`src/rtl/pmc_pkg.sv`:
```
`timescale 1ns/1ps
package pmc_pkg;
    localparam int REG_W     = 8;
    localparam int HALT_W    = 2;
    localparam int B_STOP    = 7;
    localparam int B_SLEEP   = 6;
    localparam int B_FLOAT   = 5;
    localparam int B_IRST    = 4;
    localparam int B_TBT     = 3;
    localparam int B_HALT_LO = 1;
    localparam int B_RSV     = 0;

    typedef enum logic [1:0] {
        PM_RUN   = 2'd0,
        PM_STOP  = 2'd1,
        PM_TBT   = 2'd2,
        PM_SLEEP = 2'd3
    } pm_mode_e;

    // Readback image: trigger bits show their inactive level, stored fields show their state.
    function automatic logic [REG_W-1:0] read_image(input logic flt, input logic [HALT_W-1:0] halt);
        logic [REG_W-1:0] img;
        img = '0;
        img[B_STOP]  = 1'b0;
        img[B_SLEEP] = 1'b0;
        img[B_FLOAT] = flt;
        img[B_IRST]  = 1'b1;
        img[B_TBT]   = 1'b1;
        img[B_HALT_LO +: HALT_W] = halt;
        img[B_RSV]   = 1'b1;
        return img;
    endfunction
endpackage

```
`src/rtl/pmc_mode_arb.sv`:
```
`timescale 1ns/1ps
module pmc_mode_arb
    import pmc_pkg::*;
(
    input  logic     clk,
    input  logic     any_rst,
    input  logic     wr_en,
    input  logic     want_stop,
    input  logic     want_tbt,
    input  logic     want_sleep,
    input  logic     rel_stop,
    input  logic     rel_tbt,
    input  logic     rel_sleep,
    output pm_mode_e mode_o
);
    typedef struct packed {
        pm_mode_e mode;
    } arb_st_t;

    arb_st_t st_d, st_q;
    logic    own_rel;

    always_comb begin
        st_d = st_q;
        unique case (st_q.mode)
            PM_RUN: begin
                if (wr_en) begin
                    if (want_stop)       st_d.mode = PM_STOP;
                    else if (want_tbt)   st_d.mode = PM_TBT;
                    else if (want_sleep) st_d.mode = PM_SLEEP;
                end
            end
            PM_STOP:  if (rel_stop)  st_d.mode = PM_RUN;
            PM_TBT:   if (rel_tbt)   st_d.mode = PM_RUN;
            PM_SLEEP: if (rel_sleep) st_d.mode = PM_RUN;
            default:  st_d.mode = PM_RUN;
        endcase
        if (any_rst) st_d.mode = PM_RUN;
    end

    always_ff @(posedge clk) begin
        st_q <= st_d;
    end

    assign mode_o = st_q.mode;

    assign own_rel = (st_q.mode == PM_STOP  && rel_stop) ||
                     (st_q.mode == PM_TBT   && rel_tbt)  ||
                     (st_q.mode == PM_SLEEP && rel_sleep);

    AST_STOP_FIRST: assert property (@(posedge clk) disable iff (any_rst)
        (wr_en && mode_o == PM_RUN && want_stop) |=> (mode_o == PM_STOP));
    AST_TBT_OVER_SLEEP: assert property (@(posedge clk) disable iff (any_rst)
        (wr_en && mode_o == PM_RUN && !want_stop && want_tbt) |=> (mode_o == PM_TBT));
    AST_MODE_HOLD: assert property (@(posedge clk) disable iff (any_rst)
        (mode_o != PM_RUN && !own_rel) |=> $stable(mode_o));
    AST_MODE_RELEASE: assert property (@(posedge clk) disable iff (any_rst)
        own_rel |=> (mode_o == PM_RUN));
endmodule

```
`src/rtl/pmc_rst_pulse.sv`:
```
`timescale 1ns/1ps
module pmc_rst_pulse #(
    parameter int CYCLES = 3
) (
    input  logic clk,
    input  logic any_rst,
    input  logic fire,
    output logic pulse
);
    localparam int CW = $clog2(CYCLES + 1);
    localparam int RW = $clog2(CYCLES + 2);
    localparam logic [CW-1:0] LOAD = CW'(CYCLES);

    typedef struct packed {
        logic [CW-1:0] cnt;
    } pls_st_t;

    pls_st_t st_d, st_q;

    always_comb begin
        st_d = st_q;
        if (st_q.cnt != '0)  st_d.cnt = st_q.cnt - 1'b1;
        else if (fire)       st_d.cnt = LOAD;
        if (any_rst)         st_d.cnt = '0;
    end

    always_ff @(posedge clk) begin
        st_q <= st_d;
    end

    assign pulse = (st_q.cnt != '0);

    // Checker: length of the current run of pulse cycles.
    logic [RW-1:0] run_q;
    always_ff @(posedge clk) begin
        if (any_rst)    run_q <= '0;
        else if (pulse) run_q <= run_q + 1'b1;
        else            run_q <= '0;
    end

    AST_PULSE_MAX: assert property (@(posedge clk) disable iff (any_rst)
        run_q <= RW'(CYCLES));
    AST_PULSE_FULL: assert property (@(posedge clk) disable iff (any_rst)
        ($fell(pulse) && !$past(any_rst)) |-> (run_q == RW'(CYCLES)));
endmodule

```
`src/rtl/pmc_cfg_store.sv`:
```
`timescale 1ns/1ps
module pmc_cfg_store #(
    parameter int HW = 2
) (
    input  logic          clk,
    input  logic          any_rst,
    input  logic          hard_rst,
    input  logic          wr_en,
    input  logic          float_in,
    input  logic [HW-1:0] halt_in,
    output logic          float_o,
    output logic [HW-1:0] halt_o
);
    typedef struct packed {
        logic          flt;
        logic [HW-1:0] halt;
    } cfg_st_t;

    cfg_st_t st_d, st_q;

    always_comb begin
        st_d = st_q;
        if (wr_en) begin
            st_d.flt  = float_in;
            st_d.halt = halt_in;
        end
        if (any_rst)  st_d.flt  = 1'b0;
        if (hard_rst) st_d.halt = '0;
    end

    always_ff @(posedge clk) begin
        st_q <= st_d;
    end

    assign float_o = st_q.flt;
    assign halt_o  = st_q.halt;

    AST_HALT_SOFT_KEEP: assert property (@(posedge clk) disable iff (hard_rst)
        !wr_en |=> $stable(halt_o));
    AST_FLOAT_CLR: assert property (@(posedge clk)
        any_rst |=> !float_o);
endmodule

```
`src/rtl/pwr_mode_ctl.sv`:
```
`timescale 1ns/1ps
module pwr_mode_ctl
    import pmc_pkg::*;
#(
    parameter int RST_CYCLES = 3
) (
    input  logic              clk,
    input  logic              rst_por_n,
    input  logic              rst_wdt_n,
    input  logic              rst_oth_n,
    input  logic              bus_sel,
    input  logic              bus_wr,
    input  logic              bus_rd,
    input  logic [REG_W-1:0]  bus_wdata,
    output logic [REG_W-1:0]  bus_rdata,
    input  logic              rel_stop,
    input  logic              rel_tbt,
    input  logic              rel_sleep,
    output logic              req_stop,
    output logic              req_tbt,
    output logic              req_sleep,
    output logic              pin_float,
    output logic              int_rst,
    output logic [HALT_W-1:0] halt_sel
);
    logic     hard_rst, any_rst, wr_en, fire;
    logic     flt_q;
    pm_mode_e mode;

    assign hard_rst = !rst_por_n || !rst_wdt_n;
    assign any_rst  = hard_rst || !rst_oth_n;
    assign wr_en    = bus_sel && bus_wr;
    assign fire     = wr_en && !bus_wdata[B_IRST];

    pmc_mode_arb u_arb (
        .clk        (clk),
        .any_rst    (any_rst),
        .wr_en      (wr_en),
        .want_stop  (bus_wdata[B_STOP]),
        .want_tbt   (!bus_wdata[B_TBT]),
        .want_sleep (bus_wdata[B_SLEEP]),
        .rel_stop   (rel_stop),
        .rel_tbt    (rel_tbt),
        .rel_sleep  (rel_sleep),
        .mode_o     (mode)
    );

    pmc_rst_pulse #(.CYCLES(RST_CYCLES)) u_pulse (
        .clk     (clk),
        .any_rst (any_rst),
        .fire    (fire),
        .pulse   (int_rst)
    );

    pmc_cfg_store #(.HW(HALT_W)) u_cfg (
        .clk      (clk),
        .any_rst  (any_rst),
        .hard_rst (hard_rst),
        .wr_en    (wr_en),
        .float_in (bus_wdata[B_FLOAT]),
        .halt_in  (bus_wdata[B_HALT_LO +: HALT_W]),
        .float_o  (flt_q),
        .halt_o   (halt_sel)
    );

    assign req_stop  = (mode == PM_STOP);
    assign req_tbt   = (mode == PM_TBT);
    assign req_sleep = (mode == PM_SLEEP);
    assign pin_float = flt_q && (req_stop || req_tbt);
    assign bus_rdata = (bus_sel && bus_rd) ? read_image(flt_q, halt_sel) : '0;

    AST_RST_CLEARS: assert property (@(posedge clk)
        any_rst |=> (!req_stop && !req_tbt && !req_sleep && !int_rst && !pin_float));
endmodule

```
`config.mk`:
```
export PLATFORM = sky130hd
export DESIGN_NAME = pwr_mode_ctl
export DESIGN_NICKNAME = d
export VERILOG_FILES = /design/src/rtl/pmc_pkg.sv /design/src/rtl/pmc_mode_arb.sv /design/src/rtl/pmc_rst_pulse.sv /design/src/rtl/pmc_cfg_store.sv /design/src/rtl/pwr_mode_ctl.sv
export SDC_FILE = /design/constraint.sdc
export NUM_CORES = 1
export LEC_CHECK = 0
export BUFFER_PORTS_ARGS = -buffer_cell sky130_fd_sc_hd__buf_2
export CAP_MARGIN = 25
export CORE_AREA = 2 2 39 41
export DETAILED_ROUTE_END_ITERATION = 8
export DIE_AREA = 0 0 41 43
export GPL_TIMING_DRIVEN = 0
export PLACE_DENSITY_LB_ADDON = 0.2
export REMOVE_ABC_BUFFERS = 1
export SLEW_MARGIN = 20
export SYNTH_ARGS = -nofsm -noshare
export SYNTH_HDL_FRONTEND = slang
export SYNTH_SLANG_ARGS = --single-unit
```
`constraint.sdc`:
```
create_clock -name clk -period 1.5 [get_ports clk]
set_input_delay 0.3 -clock clk [delete_from_list [all_inputs] [get_ports clk]]
set_output_delay 0.3 -clock clk [all_outputs]
set_load 0.005 [all_outputs]
```
Word level (Yosys, flattened, before mapping)

Index checks and enable logic that the tools add are counted.

Output and inout port bits: 15
Word-level logic and storage cells: 39
Register bits after elaboration: 7

Muxes and demuxes: 11
$add $sub $neg: 1
Reductions and logical operators: 15
Eq/ne operators: 8

Operators with widths:

| kind                  | count |
|---|---|
| $mux W2               | 9 |
| $ne A2 B2 Y1 const B  | 4 |
| $pmux W2 S4           | 1 |
| $mux W6               | 1 |
| $reduce_and A5 Y1     | 1 |
| $eq A2 B2 Y1 const B  | 2 |
| $logic_and A1 B1 Y1   | 4 |
| $logic_not A1 Y1      | 4 |
| $ne A4 B4 Y1 const B  | 1 |
| $reduce_bool A2 Y1    | 2 |
| $logic_or A1 B1 Y1    | 3 |
| $eq A2 B1 Y1 const B  | 1 |
| $logic_not A2 Y1      | 1 |
| $sub A2 B1 Y2 const B | 1 |

Depth between registers and ports, before layout

Word-level depth: 5
Gate-level depth with buffers: 6
Gate-level depth less buffers: 6

Modules after synthesis

Synthesis repeated with hierarchy kept, for this count alone.

Cell total of the unflattened synthesis: 52
Area, all modules: 456.7 sq um

By module, submodules not included:

| module        | cells an instance | instances | area an instance (sq um) |
|---|---|---|---|
| pwr_mode_ctl  | 20                | 1         | 140.1 |
| pmc_mode_arb  | 12                | 1         | 115.1 |
| pmc_cfg_store | 9                 | 1         | 101.3 |
| pmc_rst_pulse | 11                | 1         | 100.1 |

Worst setup path after synthesis

Ideal clock, no wire load.

Kind: flip-flop to flip-flop
Start point: register u_arb.st_q, in the netlist u_arb.mode_o[0]
End point: register u_arb.st_q, in the netlist u_arb.mode_o[0]
Required time: 1.408 ns
Arrival time: 1.185 ns
Slack: 0.223 ns
Cell stages (with the launch flop): 7
Path buffers: 0
Cell sequence: dfxtp_1 -> inv_1 -> ha_1 -> inv_1 -> o221ai_2 -> or2_2 -> o32ai_1

Cells in the longest elaborated chain, start to end: 3
Elaborated cells between the ends (all ways): 11
Those cells by class: 8 x eq/ne; 1 x mux; 2 x reduce/logical

RTL lines:

| item                        | line               | text |
|---|---|---|
| from (decl)                 | pmc_mode_arb.sv:20 | `arb_st_t st_d, st_q;` |
| from (signal assigned)      | pmc_mode_arb.sv:42 | `st_q <= st_d;` |
| $eq A2 B2 Y1 *              | -                  |  |
| via req_tbt                 | pwr_mode_ctl.sv:20 | `output logic req_tbt,` |
| $ne A2 B2 Y1 (no line)      | -                  |  |
| $reduce_and A5 Y1 (no line) | -                  |  |

The timed path passes the listed nets; every way through them passes the cells marked *.
A chain may end at the register's enable or synchronous reset.

Worst setup path in the final report

Start point: register u_arb.st_q, in the netlist u_arb.mode_o[1]
End point: output port pin_float

Cells in the longest elaborated chain, start to end: 3
Elaborated cells between the ends (all ways): 4
Those cells by class: 2 x eq/ne; 2 x reduce/logical

RTL lines:

| item                                                | line               | text |
|---|---|---|
| $eq A2 B1 Y1 / $eq A2 B2 Y1 (equally long branches) | -                  |  |
| $logic_or A1 B1 Y1 *                                | pwr_mode_ctl.sv:69 | `assign pin_float = flt_q && (req_stop \|\| req_tbt);` |
| $logic_and A1 B1 Y1 *                               | pwr_mode_ctl.sv:69 |  |
| to (decl)                                           | pwr_mode_ctl.sv:22 | `output logic pin_float,` |

Mark *: on every way between the ends. The rest lies on a longest branch, timed or not.

==> flow_summary_export.csv <==
group,metric,value,unit
outcome,run_status,"finished, final reports clean",
floorplan,floorplan.die.height,43,um
synthesis,yosys_register_bits,7,
placement,dp_cells,100,
timing,grt_setup_unrepaired,"false",
worst_setup_path,cp-start-kind,"flop",
cts,clk_path_buf_depth,2,
synthesis,synth_adder_area_share,13.6,%
power,pnr_total_power,430,uW
synthesis,syn_area_per_cell,7.92,um2
cts,ctsHtreeMaxLevel,1,
cts,cts.root.buffer_cell,"sky130_fd_sc_hd__clkbuf_4",
cells_and_area,nFillCells,158,
synthesis,syn-cell-area,459,um2
worst_setup_path,arrival,1.11,ns
timing,setup_tns_after_final_layout,0,ns
timing,report.final.setup_viol,0,
synthesis,synth-warning-count,0,
detailed_routing,drt-wirelength-per-cell,9.16,um
cells_and_area,multi_input_comb_area,275,um2
grt,grt_util_all_layers,12.9,%
synthesis,synth_flop_cell,"sky130_fd_sc_hd__dfxtp_1",
cells_and_area,design.final.nets,114,
synthesis,dominant_combinational_cell_family_by_area_after_synthesis,"simple AND/OR/NAND/NOR gates",
placement,gpl.final_weighted_congestion,0.704,
min_path,hold_path_class,"input port to flop",
floorplan,floorplan.initialDensity,33.2,%
grt,grt_start_max_net_pins,8,
timing,maximum_achievable_frequency,0.708,GHz
timing,timing.final.max_slew_violations,0,
worst_setup_path,path_class,"flop to primary output",
worst_setup_path,register_to_register_setup_slack,0.15,ns
floorplan,dieArea,1760,um2
cts,path_clk_slew,0.06,ns
floorplan,core_region_area,1380,um2
cts,hold_buffer_count_at_cts,0,
power,worst_ir_drop_vdd,439,uV
worst_setup_path,critical_path_peak_fanout,3,
detailed_routing,detailedRoute.firstPassIterationCount,2,
floorplan,total_number_of_placement_rows,14,
synthesis,synth_simple_gate_area_share,24.5,%
synthesis,synth_xor_area_share,0,%
placement,numPortBuffers,29,
floorplan,io-pin-count,33,
grt,grt_overflow_total,0,
synthesis,proportion_of_synthesized_area_in_mux_cells,0,%
cells_and_area,final_util,47.3,%
placement,place.detailed.hpwl,794,um
cells_and_area,syn2layout_area_growth,42.5,%
detailed_routing,detail_route.drc_violations,0,
detailed_routing,avgViaCountPerCell,4.41,
floorplan,die_x_extent,41,um
timing,worst_clock_skew,0.00995,ns
timing,final-hold-violation-count,0,
detailed_routing,count_of_antenna_violating_nets_left_after_detailed_routing,0,
cells_and_area,antenna_cells,0,
cts,tritoncts,"yes",
power,power_density,658,nW/um2
synthesis,synthCells,58,
timing,post-route-period-util,94.2,%
synthesis,synth_edf_count,0,
grt,antenna_violations_before_repair,0,
run,drv_cap,0,
detailed_routing,drt_iter0_markers,1,
detailed_routing,drt_wl_total,971,um
grt,grt_pass1_vias,403,
detailed_routing,vias,467,
grt,grt_pass1_wl,1520,um
timing,post-route-min-period,1.41,ns
cells_and_area,seqCellArea,143,um2
timing,holdWs,0.281,ns
worst_setup_path,endpoint_kind,"primary output",
cells_and_area,post_route_cells_drive_above_1_share,46.7,%
synthesis,async_flop_share,0,%
cts,number_of_sinks_driven_by_the_clock_tree,7,
power,power.leakage,0.346,nW
worst_setup_path,worst_ep_required_time,1.20,ns
synthesis,synth_cell_type_count,20,
cells_and_area,finished_layout_cells,106,
synthesis,seq_area_frac_synth,30.5,%
cts,clk-insertion-delay-late,0.25,ns
synthesis,synth_compound_area_share,17.4,%
cts,tritoncts.num_buffers,3,
==> cells in the mapped netlist (all sizes together) (2+ instances only) <==
| master | n | area share [%] |
|---|---|---|
| a21oi | 4 | 4.4 |
| ha | 5 | 14 |
| nand2 | 8 | 6.5 |
| nor2 | 2 | 1.6 |
| inv | 8 | 6.5 |
| or2 | 2 | 2.7 |
| dfxtp | 7 | 31 |
| and2 | 2 | 2.7 |
| nand3 | 2 | 2.2 |
| and3 | 3 | 4.1 |
| a211oi | 2 | 3.3 |
| o32ai | 2 | 3.8 |
| buf | 4 | 6.5 |
==> metrics by stage <==
| step | worst slack (ns) | instance area [um2] |
|---|---|---|
| 6_report | 0.0877 | 654 |
| 5_1_grt | 0.0379 | 654 |
| 4_1_cts | 0.00722 | 634 |
| 3_5_place_dp | 0.141 | 598 |
| 3_3_place_gp | 0.144 | 598 |
| 2_1_floorplan | 0.223 | 433 |
==> kinds of logic (layout without fill, tap and decap cells) <==
family,after synthesis,in the layout
buffers and inverters,12,43
AND/OR/NAND/NOR,22,22
other,1,2
AO/OA/AOI/OAI,11,11
adder cells (fa/ha/maj),5,5
flip-flops,7,7
==> worst paths after layout <==
check	endpoint	cells after the start	startpoint
setup / recovery	pin_float	4	u_arb.mode_o[1]
hold / removal	u_cfg.halt_o[1]	3	bus_wdata[2]
setup reg to reg	u_arb.mode_o[1]	6	u_arb.mode_o[0]
hold reg to reg	u_cfg.float_o	2	u_cfg.float_o
==> layer usage <==
layer,share of wire (%),track usage (%)
met1,43,15.6
met2,46,19.4
met3,9.0,3.14
met4,2.0,8.00
met5,0,0
==> cell usage in the layout, fill, tap and decap left out <==
cell,instances
sky130_fd_sc_hd__buf_4,2
sky130_fd_sc_hd__clkbuf_4,3
sky130_fd_sc_hd__dfxtp_2,2
sky130_fd_sc_hd__clkbuf_1,1
sky130_fd_sc_hd__and2_1,2
sky130_fd_sc_hd__nor2_1,2
sky130_fd_sc_hd__conb_1,2
sky130_fd_sc_hd__nand4_1,1
sky130_fd_sc_hd__inv_2,2
sky130_fd_sc_hd__or2_2,2
sky130_fd_sc_hd__a21oi_1,4
sky130_fd_sc_hd__o32ai_1,2
sky130_fd_sc_hd__o21bai_1,1
sky130_fd_sc_hd__nand2b_1,1
sky130_fd_sc_hd__inv_1,6
sky130_fd_sc_hd__o21ai_1,1
sky130_fd_sc_hd__o221ai_2,1
sky130_fd_sc_hd__nand3_1,2
sky130_fd_sc_hd__a211oi_1,2
sky130_fd_sc_hd__ha_4,1
sky130_fd_sc_hd__buf_2,29
sky130_fd_sc_hd__or3b_1,1
sky130_fd_sc_hd__ha_1,4
sky130_fd_sc_hd__nand2_1,8
sky130_fd_sc_hd__and3_1,3
sky130_fd_sc_hd__dfxtp_1,5
==> worst max-delay path, cell delays in order (launching register included) <==
cell and delay, ns:
sky130_fd_sc_hd__dfxtp_2 0.33, sky130_fd_sc_hd__inv_2 0.06, sky130_fd_sc_hd__ha_4 0.22, sky130_fd_sc_hd__and2_1 0.14, sky130_fd_sc_hd__buf_2 0.12
==> power breakdown <==
part	switching [mW]	internal (mW)	total, mW
clock network	0.0718	0.102	0.173
registers	0.00195	0.190	0.191
logic	0.0321	0.0333	0.0654
==> final cells by class <==
class	instances	share of cell area [%]
clock buffers	4	4.02
inverters	8	4.59
multi-input cells	40	42.1
flip-flops and latches	7	21.8
well taps	16	3.06
repair buffers	31	24.5
==> timing repair <==
item                                    in CTS  in global routing
setup buffers                                1                  1
gates cloned                                 0                  0
resized for setup                            3                  2
endpoints found under the setup margin       1                  1
pin swaps                                    0                  1
==> sequential cells by signal, indices dropped and copies added (netlist names) <==
| name | cells |
|---|---|
| u_pulse.st_q | 2 |
| u_arb.mode_o | 2 |
| u_cfg.halt_o | 2 |
| u_cfg.float_o | 1 |
Power figures use the tool's default switching activity.
